**config.mk**
```make
export PLATFORM = sky130hd
export DESIGN_NAME = dwq_top
export DESIGN_NICKNAME = d
export VERILOG_FILES = /design/src/rtl/dwq_pkg.sv /design/src/rtl/dwq_addr_cmp.sv /design/src/rtl/dwq_qual.sv /design/src/rtl/dwq_top.sv
export SDC_FILE = /design/constraint.sdc
export NUM_CORES = 1
export LEC_CHECK = 0
export BUFFER_PORTS_ARGS = -buffer_cell sky130_fd_sc_hd__buf_2
export CAP_MARGIN = 20
export CORE_MARGIN = 5
export CORE_UTILIZATION = 45
export CTS_BUF_LIST = sky130_fd_sc_hd__clkbuf_16
export DETAILED_ROUTE_END_ITERATION = 6
export PLACE_DENSITY = 0.86
export SYNTH_ARGS = -nofsm -noshare
export SYNTH_HDL_FRONTEND = slang
export SYNTH_SLANG_ARGS = --single-unit
```
**constraint.sdc**
```tcl
create_clock -name clk -period 3.2 [get_ports clk]
set_input_delay 0.16 -clock clk [delete_from_list [all_inputs] [get_ports clk]]
set_output_delay 0.16 -clock clk [all_outputs]
set_load 0.01 [all_outputs]
```
**src/rtl/dwq_pkg.sv**
```systemverilog
package dwq_pkg;
   localparam int CTL_W      = 7;
   localparam int CTL_PR_EN  = 0;
   localparam int CTL_SV_EN  = 1;
   localparam int CTL_HV_EN  = 2;
   localparam int CTL_XIGN   = 3;
   localparam int CTL_XMODE  = 4;
   localparam int CTL_RD_EN  = 5;
   localparam int CTL_WR_EN  = 6;

   typedef enum logic [1:0] {
      PRIV_SUP  = 2'd0,
      PRIV_HYP  = 2'd1,
      PRIV_PROB = 2'd2
   } priv_e;

   function automatic priv_e priv_of(input logic pr, input logic hv);
      if (pr)      return PRIV_PROB;
      else if (hv) return PRIV_HYP;
      else         return PRIV_SUP;
   endfunction
endpackage

```
**src/rtl/dwq_addr_cmp.sv**
```systemverilog
module dwq_addr_cmp #(
   parameter int ADDR_W   = 64,
   parameter int GRAN_LSB = 3
) (
   input  logic [ADDR_W-1:0] a_addr,
   input  logic [ADDR_W-1:0] b_addr,
   output logic              match
);
   localparam int HI = ADDR_W - 1;

   generate
      if (GRAN_LSB < 0 || GRAN_LSB >= ADDR_W) begin : g_bad
         $error("dwq_addr_cmp: GRAN_LSB out of range");
      end
      if (GRAN_LSB == 0) begin : g_exact
         assign match = (a_addr == b_addr);
      end else begin : g_gran
         assign match = (a_addr[HI:GRAN_LSB] == b_addr[HI:GRAN_LSB]);
      end
   endgenerate
endmodule

```
**src/rtl/dwq_qual.sv**
```systemverilog
module dwq_qual
   import dwq_pkg::*;
(
   input  logic [CTL_W-1:0] ctl,
   input  logic             pr,
   input  logic             hv,
   input  logic             dr,
   input  logic             is_store,
   output logic             ok
);
   logic priv_ok;
   logic xlate_ok;
   logic type_ok;
   priv_e lvl;

   always_comb begin
      lvl = priv_of(pr, hv);
      unique case (lvl)
         PRIV_PROB: priv_ok = ctl[CTL_PR_EN];
         PRIV_HYP:  priv_ok = ctl[CTL_HV_EN];
         default:   priv_ok = ctl[CTL_SV_EN];
      endcase
   end

   always_comb begin
      if (ctl[CTL_XIGN]) xlate_ok = 1'b1;
      else               xlate_ok = (ctl[CTL_XMODE] == dr);
   end

   assign type_ok = is_store ? ctl[CTL_WR_EN] : ctl[CTL_RD_EN];
   assign ok      = priv_ok & xlate_ok & type_ok;
endmodule

```
**src/rtl/dwq_top.sv**
```systemverilog
module dwq_top
   import dwq_pkg::*;
#(
   parameter int ADDR_W     = 64,
   parameter int GRAN_LSB   = 3,
   parameter int STATUS_W   = 32,
   parameter int REASON_BIT = 22
) (
   input  logic                clk,
   input  logic                rst_n,
   input  logic                acc_valid,
   input  logic                acc_store,
   input  logic [ADDR_W-1:0]   acc_addr,
   input  logic [ADDR_W-1:0]   wp_addr,
   input  logic [CTL_W-1:0]    wp_ctl,
   input  logic                st_pr,
   input  logic                st_hv,
   input  logic                st_dr,
   output logic                dsi_req,
   output logic [ADDR_W-1:0]   dar_q,
   output logic [STATUS_W-1:0] dsisr_q
);
   localparam logic [STATUS_W-1:0] REASON_VAL = STATUS_W'(1) << REASON_BIT;

   generate
      if (REASON_BIT < 0 || REASON_BIT >= STATUS_W) begin : g_bad_reason
         $error("dwq_top: REASON_BIT outside status word");
      end
      if (ADDR_W < 8) begin : g_bad_addr
         $error("dwq_top: ADDR_W too small");
      end
   endgenerate

   logic addr_hit;
   logic qual_ok;
   logic take;

   dwq_addr_cmp #(.ADDR_W(ADDR_W), .GRAN_LSB(GRAN_LSB)) i_cmp (
      .a_addr (acc_addr),
      .b_addr (wp_addr),
      .match  (addr_hit)
   );

   dwq_qual i_qual (
      .ctl      (wp_ctl),
      .pr       (st_pr),
      .hv       (st_hv),
      .dr       (st_dr),
      .is_store (acc_store),
      .ok       (qual_ok)
   );

   assign take = acc_valid & addr_hit & qual_ok;

   always_ff @(posedge clk) begin
      if (!rst_n) begin
         dsi_req <= 1'b0;
         dar_q   <= '0;
         dsisr_q <= '0;
      end else begin
         dsi_req <= take;
         if (take) begin
            dar_q   <= acc_addr;
            dsisr_q <= REASON_VAL;
         end
      end
   end

   AST_REQ_DAR: assert property (@(posedge clk) disable iff (!rst_n)
      dsi_req |-> dar_q == $past(acc_addr)) else $error("dar mismatch");
   AST_REQ_STATUS: assert property (@(posedge clk) disable iff (!rst_n)
      dsi_req |-> $onehot0(dsisr_q) && dsisr_q[REASON_BIT]) else $error("status");
   AST_IDLE_NO_REQ: assert property (@(posedge clk) disable iff (!rst_n)
      !acc_valid |=> !dsi_req) else $error("idle req");
   AST_HOLD_CAPTURE: assert property (@(posedge clk) disable iff (!rst_n)
      !dsi_req |-> $stable(dar_q) && $stable(dsisr_q)) else $error("hold");
   AST_ADDR_MISS: assert property (@(posedge clk) disable iff (!rst_n)
      (acc_addr[ADDR_W-1:GRAN_LSB] != wp_addr[ADDR_W-1:GRAN_LSB]) |=> !dsi_req)
      else $error("addr miss");
   AST_PROB_GATE: assert property (@(posedge clk) disable iff (!rst_n)
      (st_pr && !wp_ctl[CTL_PR_EN]) |=> !dsi_req) else $error("prob");
   AST_HYP_GATE: assert property (@(posedge clk) disable iff (!rst_n)
      (!st_pr && st_hv && !wp_ctl[CTL_HV_EN]) |=> !dsi_req) else $error("hyp");
   AST_SUP_GATE: assert property (@(posedge clk) disable iff (!rst_n)
      (!st_pr && !st_hv && !wp_ctl[CTL_SV_EN]) |=> !dsi_req) else $error("sup");
   AST_XLATE_GATE: assert property (@(posedge clk) disable iff (!rst_n)
      (!wp_ctl[CTL_XIGN] && (wp_ctl[CTL_XMODE] != st_dr)) |=> !dsi_req)
      else $error("xlate");
   AST_TYPE_GATE: assert property (@(posedge clk) disable iff (!rst_n)
      ((acc_store && !wp_ctl[CTL_WR_EN]) || (!acc_store && !wp_ctl[CTL_RD_EN])) |=> !dsi_req)
      else $error("type");
endmodule

```
==> summary.md, run 1 <==
- finished clean — status
- buf_2 > xor2_1 > nor4_1 > nand4bb_1 > nor4_4 > buf_4 > nand3_1 > a21oi_1 — cells along the critical path
- acc_addr[22] — beginning of the critical path
- input port — Setup crit start kind
- 0.00213 µW — leakage power
- 432 — Syn Inst Count
- 3837 — via count of the first global-routing pass
- sky130_fd_sc_hd__buf_2 (204), sky130_fd_sc_hd__dfxtp_1 (66), sky130_fd_sc_hd__a21oi_1 (65) — commonest cells after routing, fill and taps aside
- 45.9% — starting density of the core
- 109 — initial drt markers
- 19000 µm — first-pass GRT wire length
- dar_q[8] — worst r2r src
- 714 — filler cell count
- 33 — unique cell type count in the Yosys netlist
- in -> reg — Setup CP Type
- 0 — number of setup violations in the final report
- 44 — Crit Path Max Fanout
- 0.00132 mm² — total area of sequential cells
- 724 ps — Worst Max-Slew Pin Slew
- 204 — Buffers on Ports
- 9 — clock buffers created by TritonCTS
- 51.3% — worst relative slew slack
- 0.00351 mm² — Synth Cell Area
- in -> reg — class of the most critical hold timing path
- 0 — CTS hold repair buffers
- 5 — Pre-Repair DR Iteration Count
- 0.834 — RD Place Congestion
- 12300 µm — final wirelength
- 2080 µW — total power consumption of the routed design
- 0 — total congestion overflow
- sky130_fd_sc_hd__buf_2 — most common library cell in the layout ignoring fill and taps
- 37.6% — share of synthesized area occupied by flip-flops and latches
- 98.3 µm — die width
- dar_q[8] — worst r2r dst
- sky130_fd_sc_hd__nor4_1 — Slowest cell on crit path
- 0 — number of synthesis warnings
- 0 — Setup Fix Bufs, Post-CTS
- sky130_fd_sc_hd__clkbuf_16 — CTS Root Cell
- 8.12 µm² — post-synthesis area per instance
- 2 — Longest Clk Path Bufs
- 435 mW/mm² — P per Cell Area
- 35.9% — layout overhead on the synthesized area
- 0 — final hold violation count
- 5.29 — via/cell ratio
- 2430 ps — Arr. time, crit path
- 650 ps — maximum cell stage delay along the critical path
- 66 — number of synthesized register bits
- flop — CP Capture Type
- 37.1% — fraction of final layout cells sized beyond drive strength 1
- 68.5% — share of the cycle needed by the critical path after routing
- 0 — final slew viol count
- built — CTS tree
- 0.00188 mm² — area of the multi-input gates
- 239 — IO Count
- 3 — total number of H-tree levels
- dar_q[24] — Critical Path End
- 2570 ps — flop-to-flop setup slack
- false — RSZ-0062 raised after global routing
- 0 — max-capacitance violation count
- 456 MHz — maximum operating frequency
- 3440 ps — CP required
- 67 — largest net degree at the start of global routing
- 0.00765 mm² — core outline area
- 2 — number of cell instances on the worst register-to-register path
- 320 ps — later-pin clock latency in the skew report
- 0 — number of inserted diodes
- 0.00444 mm² — Placed Area
- 2190 ps — fin crit period
- 0.000343 V — peak supply drop
- 762 — Net count, final
- 0 — DRC violations left
- 17.0 µm — WL/cell
- 0 ps — final worst clock skew
- 9730 µm — final HPWL from detailed placement
- 98.3 µm — height of the die
- 0 — Resized cells post-CTS
- 24.3% — All-Layer GR Usage
- 0 ps — Sum Neg Setup Slack
- 0.00477 mm² — final non-filler cell area
- 0 — initial antenna violation count
- 50 ps — post-CTS clock slew at the launch and capture registers of the worst setup and hold paths
- 3849 — number of vias in the routed layout
- 66 — clock tree sinks
- 0 — number of nets still failing antenna checks after routing
- 32 — Site Rows
- 0.00966 mm² — Total Die Area
-- power by group --
| part | internal, µW | total (µW) | switching, µW |
|---|---|---|---|
| Combinational | 114 | 242 | 128 |
| Sequential | 822 | 822 | 0 |
| Clock | 672 | 1010 | 340 |
| Total | 1610 | 2080 | 468 |
-- metal layers --
layer / vias to the layer above / GRT usage (%) / routed length, µm
met5: - / 0 / 0
met4: 0 / 10.2 / 337
met3: 25 / 6.07 / 1100
met2: 201 / 44.5 / 6460
met1: 1780 / 26.5 / 4440
li1: 1843 / - / -
-- worst max-delay path, delay by kind of cell --
family	cells	cell delay (ps)
compound gates	1	190
buf+inv	2	550
xor+xnor	1	160
simple gates	4	1340
-- cells by family (layout without fill, tap and decap cells) --
| family | count (synthesis) | in the layout | synth area share [%] |
|---|---|---|---|
| flops | 66 | 66 | 37.6 |
| compound gates | 135 | 135 | 19.9 |
| mux | 1 | 1 | 0.321 |
| other cells | 1 | 31 | 0.107 |
| xor+xnor | 57 | 57 | 14.2 |
| simple gates | 99 | 99 | 15.5 |
| buf+inv | 73 | 236 | 12.3 |
-- Yosys cell counts (all sizes together) --
cell / number / area share, %
a2111o: 1 / 0.32
a21oi: 65 / 9.3
a221o: 2 / 0.57
buf: 43 / 9.1
clkbuf: 23 / 2.5
clkinv: 1 / 0.11
conb: 1 / 0.11
dfxtp: 66 / 38
inv: 6 / 0.64
mux2: 1 / 0.32
nand2: 2 / 0.21
nand2b: 2 / 0.36
nand3: 64 / 9.1
nand3b: 1 / 0.21
nand4: 8 / 1.4
nand4b: 1 / 0.25
nand4bb: 1 / 0.32
nor2: 3 / 0.32
nor2b: 2 / 0.36
nor3: 1 / 0.14
nor4: 10 / 2.0
o2111ai: 1 / 0.25
o21ai: 64 / 9.1
o22ai: 2 / 0.36
or2: 1 / 0.18
or3: 1 / 0.18
or4: 2 / 0.43
xnor2: 31 / 7.7
xor2: 26 / 6.5
-- stage by stage --
stage | utilization [%] | setup WS, ps | std cells | hold WS (ps)
global route | 62.4 | 893 | 727 | 95.5
detailed placement | 58.1 | 671 | 710 | 426
finish | 62.4 | 1010 | 727 | 97.9
global placement | 58.1 | 753 | 710 | 417
CTS | 62.1 | 992 | 726 | 88.2
floorplan | - | 1350 | 462 | 312
-- sequential cells by signal, summed over array words and instances, names as in the netlist --
register and count:
dar_q 64, dsisr_q 1, dsi_req 1
-- final cells by class --
cell class | count | area share [%]
clock buffer | 9 | 4.72
clock inverter | 7 | 1.76
inverter | 7 | 0.551
multi-input combinational | 323 | 39.5
sequential | 66 | 27.7
tap | 102 | 2.68
timing repair buffer | 213 | 23.1
-- worst min-delay path by stage --
stage                     to  depth (start not counted)        start  slack [ps]
floorplan           dar_q[0]                          2  acc_addr[0]         310
global placement    dar_q[1]                          3  acc_addr[1]         420
detailed placement  dar_q[1]                          3  acc_addr[1]         430
CTS                 dar_q[0]                          3  acc_addr[0]          90
global route        dar_q[0]                          3  acc_addr[0]         100
finish              dar_q[0]                          3  acc_addr[0]         100
Note: power is estimated with default switching activity, not from simulation.
==> inputs of run 2 (changes only) <==
- ABC_AREA: default -> 1
- CORE_UTILIZATION: 45 -> 48
- PLACE_DENSITY: 0.86 -> 0.82
- clock period: 3.2 -> 2.3 ns (I/O delays scaled with it)
==> run 2 against run 1 <==
  * Worst setup slack lost 170 ps
  * Sequential power is 39% higher
  * Final cell count is 72% higher
  * First-iteration DRC count rose to 3.2 times the previous value
  * Utilization shrank 0.55 points
  * Largest power group unchanged
  * Die area up 31%
  * Sequential share of layout area shrank 6.9 points
  * Critical path type unchanged
  * Non-clock buffer count rose by 1
  * Clock skew did not move
  * Critical path depth is 3 higher
  * Wire length increased by 36%
  * Global-route usage rose by 1.4 points
==> summary.md, run 2 <==
- finished clean — status
- 0.000256 V — peak supply drop
- 66 — number of synthesized register bits
- 0.930 — RD Place Congestion
- 0 — Setup Fix Bufs, Post-CTS
- 2 — Longest Clk Path Bufs
- 239 — IO Count
- 1470 ps — fin crit period
- 3 — total number of H-tree levels
- 3 — Buf/Inv on CP
- 347 — initial drt markers
- 113 µm — height of the die
- 120 ps — final hold slack
- sky130_fd_sc_hd__nand2_1 — library cell with the highest instance count after synthesis
- 0.00608 mm² — Placed Area
- 0.00505 mm² — Synth Cell Area
- 61.0% — worst relative slew slack
- simple AND/OR/NAND/NOR gates — combinational family with the most area after synthesis
- 1.04% — share of the synthesized area in compound gates (AO/OA/AOI/OAI)
- sky130_fd_sc_hd__nand2_1 (293), sky130_fd_sc_hd__inv_1 (234), sky130_fd_sc_hd__buf_2 (204) — commonest cells after routing, fill and taps aside
- 0.00132 mm² — total area of sequential cells
- 43 — largest net degree at the start of global routing
- 467 mW/mm² — P per Cell Area
- 113 µm — die width
- input port — Setup crit start kind
- 16800 µm — final wirelength
- 585 ps — Worst Max-Slew Pin Slew
- 2970 µW — total power consumption of the routed design
- 0 — Resized cells post-CTS
- 25.7% — layout overhead on the synthesized area
- 0 — number of synthesis warnings
- 320 ps — later-pin clock latency in the skew report
- 63.8% — share of the cycle needed by the critical path after routing
- 681 MHz — maximum operating frequency
- 5.50 µm² — post-synthesis area per instance
- sky130_fd_sc_hd__nand2_1 (293), sky130_fd_sc_hd__inv_1 (233), sky130_fd_sc_hd__nor2_1 (118), sky130_fd_sc_hd__nand4_1 (80), sky130_fd_sc_hd__dfxtp_1 (66) — leading post-synthesis cells by instance count
- sky130_fd_sc_hd__dfxtp_1 — cell type contributing the most total cell area after synthesis
- 0% — Async SR Flop Fraction
- 64 — Largest register FFs
- sky130_fd_sc_hd__dfxtp_1 (26%), sky130_fd_sc_hd__nand2_1 (22%), sky130_fd_sc_hd__inv_1 (17%) — most area-consuming cells after synthesis
- 31 — Crit Path Max Fanout
- flop — CP Capture Type
- 37 — Site Rows
- 0% — portion of netlist area occupied by mux cells
- 0 — DRC violations left
- 25.7% — All-Layer GR Usage
- sky130_fd_sc_hd__clkbuf_16 — CTS Root Cell
- 0 ps — final worst clock skew
- false — RSZ-0062 raised after global routing
- 22.1% — fraction of final layout cells sized beyond drive strength 1
- 49.2% — starting density of the core
- 2560 ps — CP required
- 26.1% — share of synthesized area occupied by flip-flops and latches
- 0 — number of nets still failing antenna checks after routing
- 0 — CTS hold repair buffers
- 204 — Buffers on Ports
- 9 — clock buffers created by TritonCTS
- 0 — final slew viol count
- 24 — unique cell type count in the Yosys netlist
- 1250 — Net count, final
- 26.1% — portion of synthesized cell area occupied by the leading cell type
- 2.77% — area share of xor/xnor cells in the synthesized design
- 5748 — number of vias in the routed layout
- 0.00388 µW — leakage power
- 350 ps — maximum cell stage delay along the critical path
- 0% — share of synthesized cell area in full adder, half adder and majority cells
- sky130_fd_sc_hd__dfxtp_1 — most used flip-flop cell after synthesis
- 0 — final hold violation count
- sky130_fd_sc_hd__xnor2_1 — Slowest cell on crit path
- 0.00253 mm² — area of the multi-input gates
- 43.4% — Post-Synth Simple-Gate Area
- 0 — total congestion overflow
- 0 — number of flops mapped to enable cells by yosys
- 919 — Syn Inst Count
- 0 — number of inserted diodes
- 26200 µm — first-pass GRT wire length
- buf_2 > xnor2_1 > nand3_1 > nor2_1 > nand2_1 > nor2_4 > nand3_2 > buf_4 > nand2_1 > inv_1 > nor2_1 — cells along the critical path
- 13.5 µm — WL/cell
- 0.0103 mm² — core outline area
- dar_q: 64 flops, dsi_req: 1 flops, dsisr_q: 1 flops — registers with the most flip-flops
- 0.0127 mm² — Total Die Area
- 0.00635 mm² — final non-filler cell area
- 0 — number of setup violations in the final report
- 5292 — via count of the first global-routing pass
- in -> reg — class of the most critical hold timing path
- 0 — initial antenna violation count
- 1078 — filler cell count
- 66 — clock tree sinks
- 50 ps — post-CTS clock slew at the launch and capture registers of the worst setup and hold paths
- 61.8% — Final Core Density
- 4.61 — via/cell ratio
- dar_q — Most flops, register
- 1720 ps — Arr. time, crit path
- 13300 µm — final HPWL from detailed placement
- in -> reg — Setup CP Type
- 0 — max-capacitance violation count
- 0 ps — Sum Neg Setup Slack
- built — CTS tree
- 5 — Pre-Repair DR Iteration Count
- sky130_fd_sc_hd__nand2_1 — most common library cell in the layout ignoring fill and taps
- simple AND/OR/NAND/NOR gates — critical path's top delay family
[run 2: layout make-up]
cell class	count	share of cell area, %
Clock buffer	9	3.54
Sequential cell	66	20.8
Multi-Input combinational cell	574	39.8
Timing Repair Buffer	214	18.0
Clock inverter	6	0.788
Inverter	243	14.4
Tap cell	136	2.68
[run 2: metrics by stage]
stage          instances  worst slack [ps]
5_1_grt             1248               713
3_3_place_gp        1233               556
3_5_place_dp        1233               520
6_report            1248               832
2_1_floorplan        949              1020
4_1_cts             1248               849
[run 2: final timing paths]
path	start	endpoint	slack, ps	cells past startpoint
setup / recovery	acc_addr[57]	dar_q[22]	830	11
hold / removal	acc_addr[2]	dar_q[2]	120	5
setup reg to reg	dar_q[24]	dar_q[24]	1630	4
hold reg to reg	dsisr_q[22]	dsisr_q[22]	440	2
[run 2: worst reg2reg max path: cells and delay by family, from the launching register on]
kind,cells,cell delay (ps)
flip-flops,1,340
buffers and inverters,2,80
AND/OR/NAND/NOR,2,170
[run 2: kinds of logic (layout without fill, tap and decap cells)]
family | after synthesis | in the layout
flip-flops | 66 | 66
AO/OA/AOI/OAI | 10 | 10
other | 1 | 31
AND/OR/NAND/NOR | 517 | 517
buffers and inverters | 309 | 472
XOR/XNOR | 16 | 16
[run 2: routing by layer]
metal	GRT usage (%)	wire (µm)	vias to the layer above
li1	-	-	3004
met1	33.2	7040	2458
met2	42.9	7890	255
met3	5.12	1430	31
met4	8.41	419	0
met5	0	0	-
[run 2: where the power goes]
part	internal (µW)	leakage [µW]	total, µW	switching [µW]
Combinational	198	0.00321	507	309
Clock	816	0.000139	1320	503
Sequential	1140	0.000531	1140	0.00000000000128
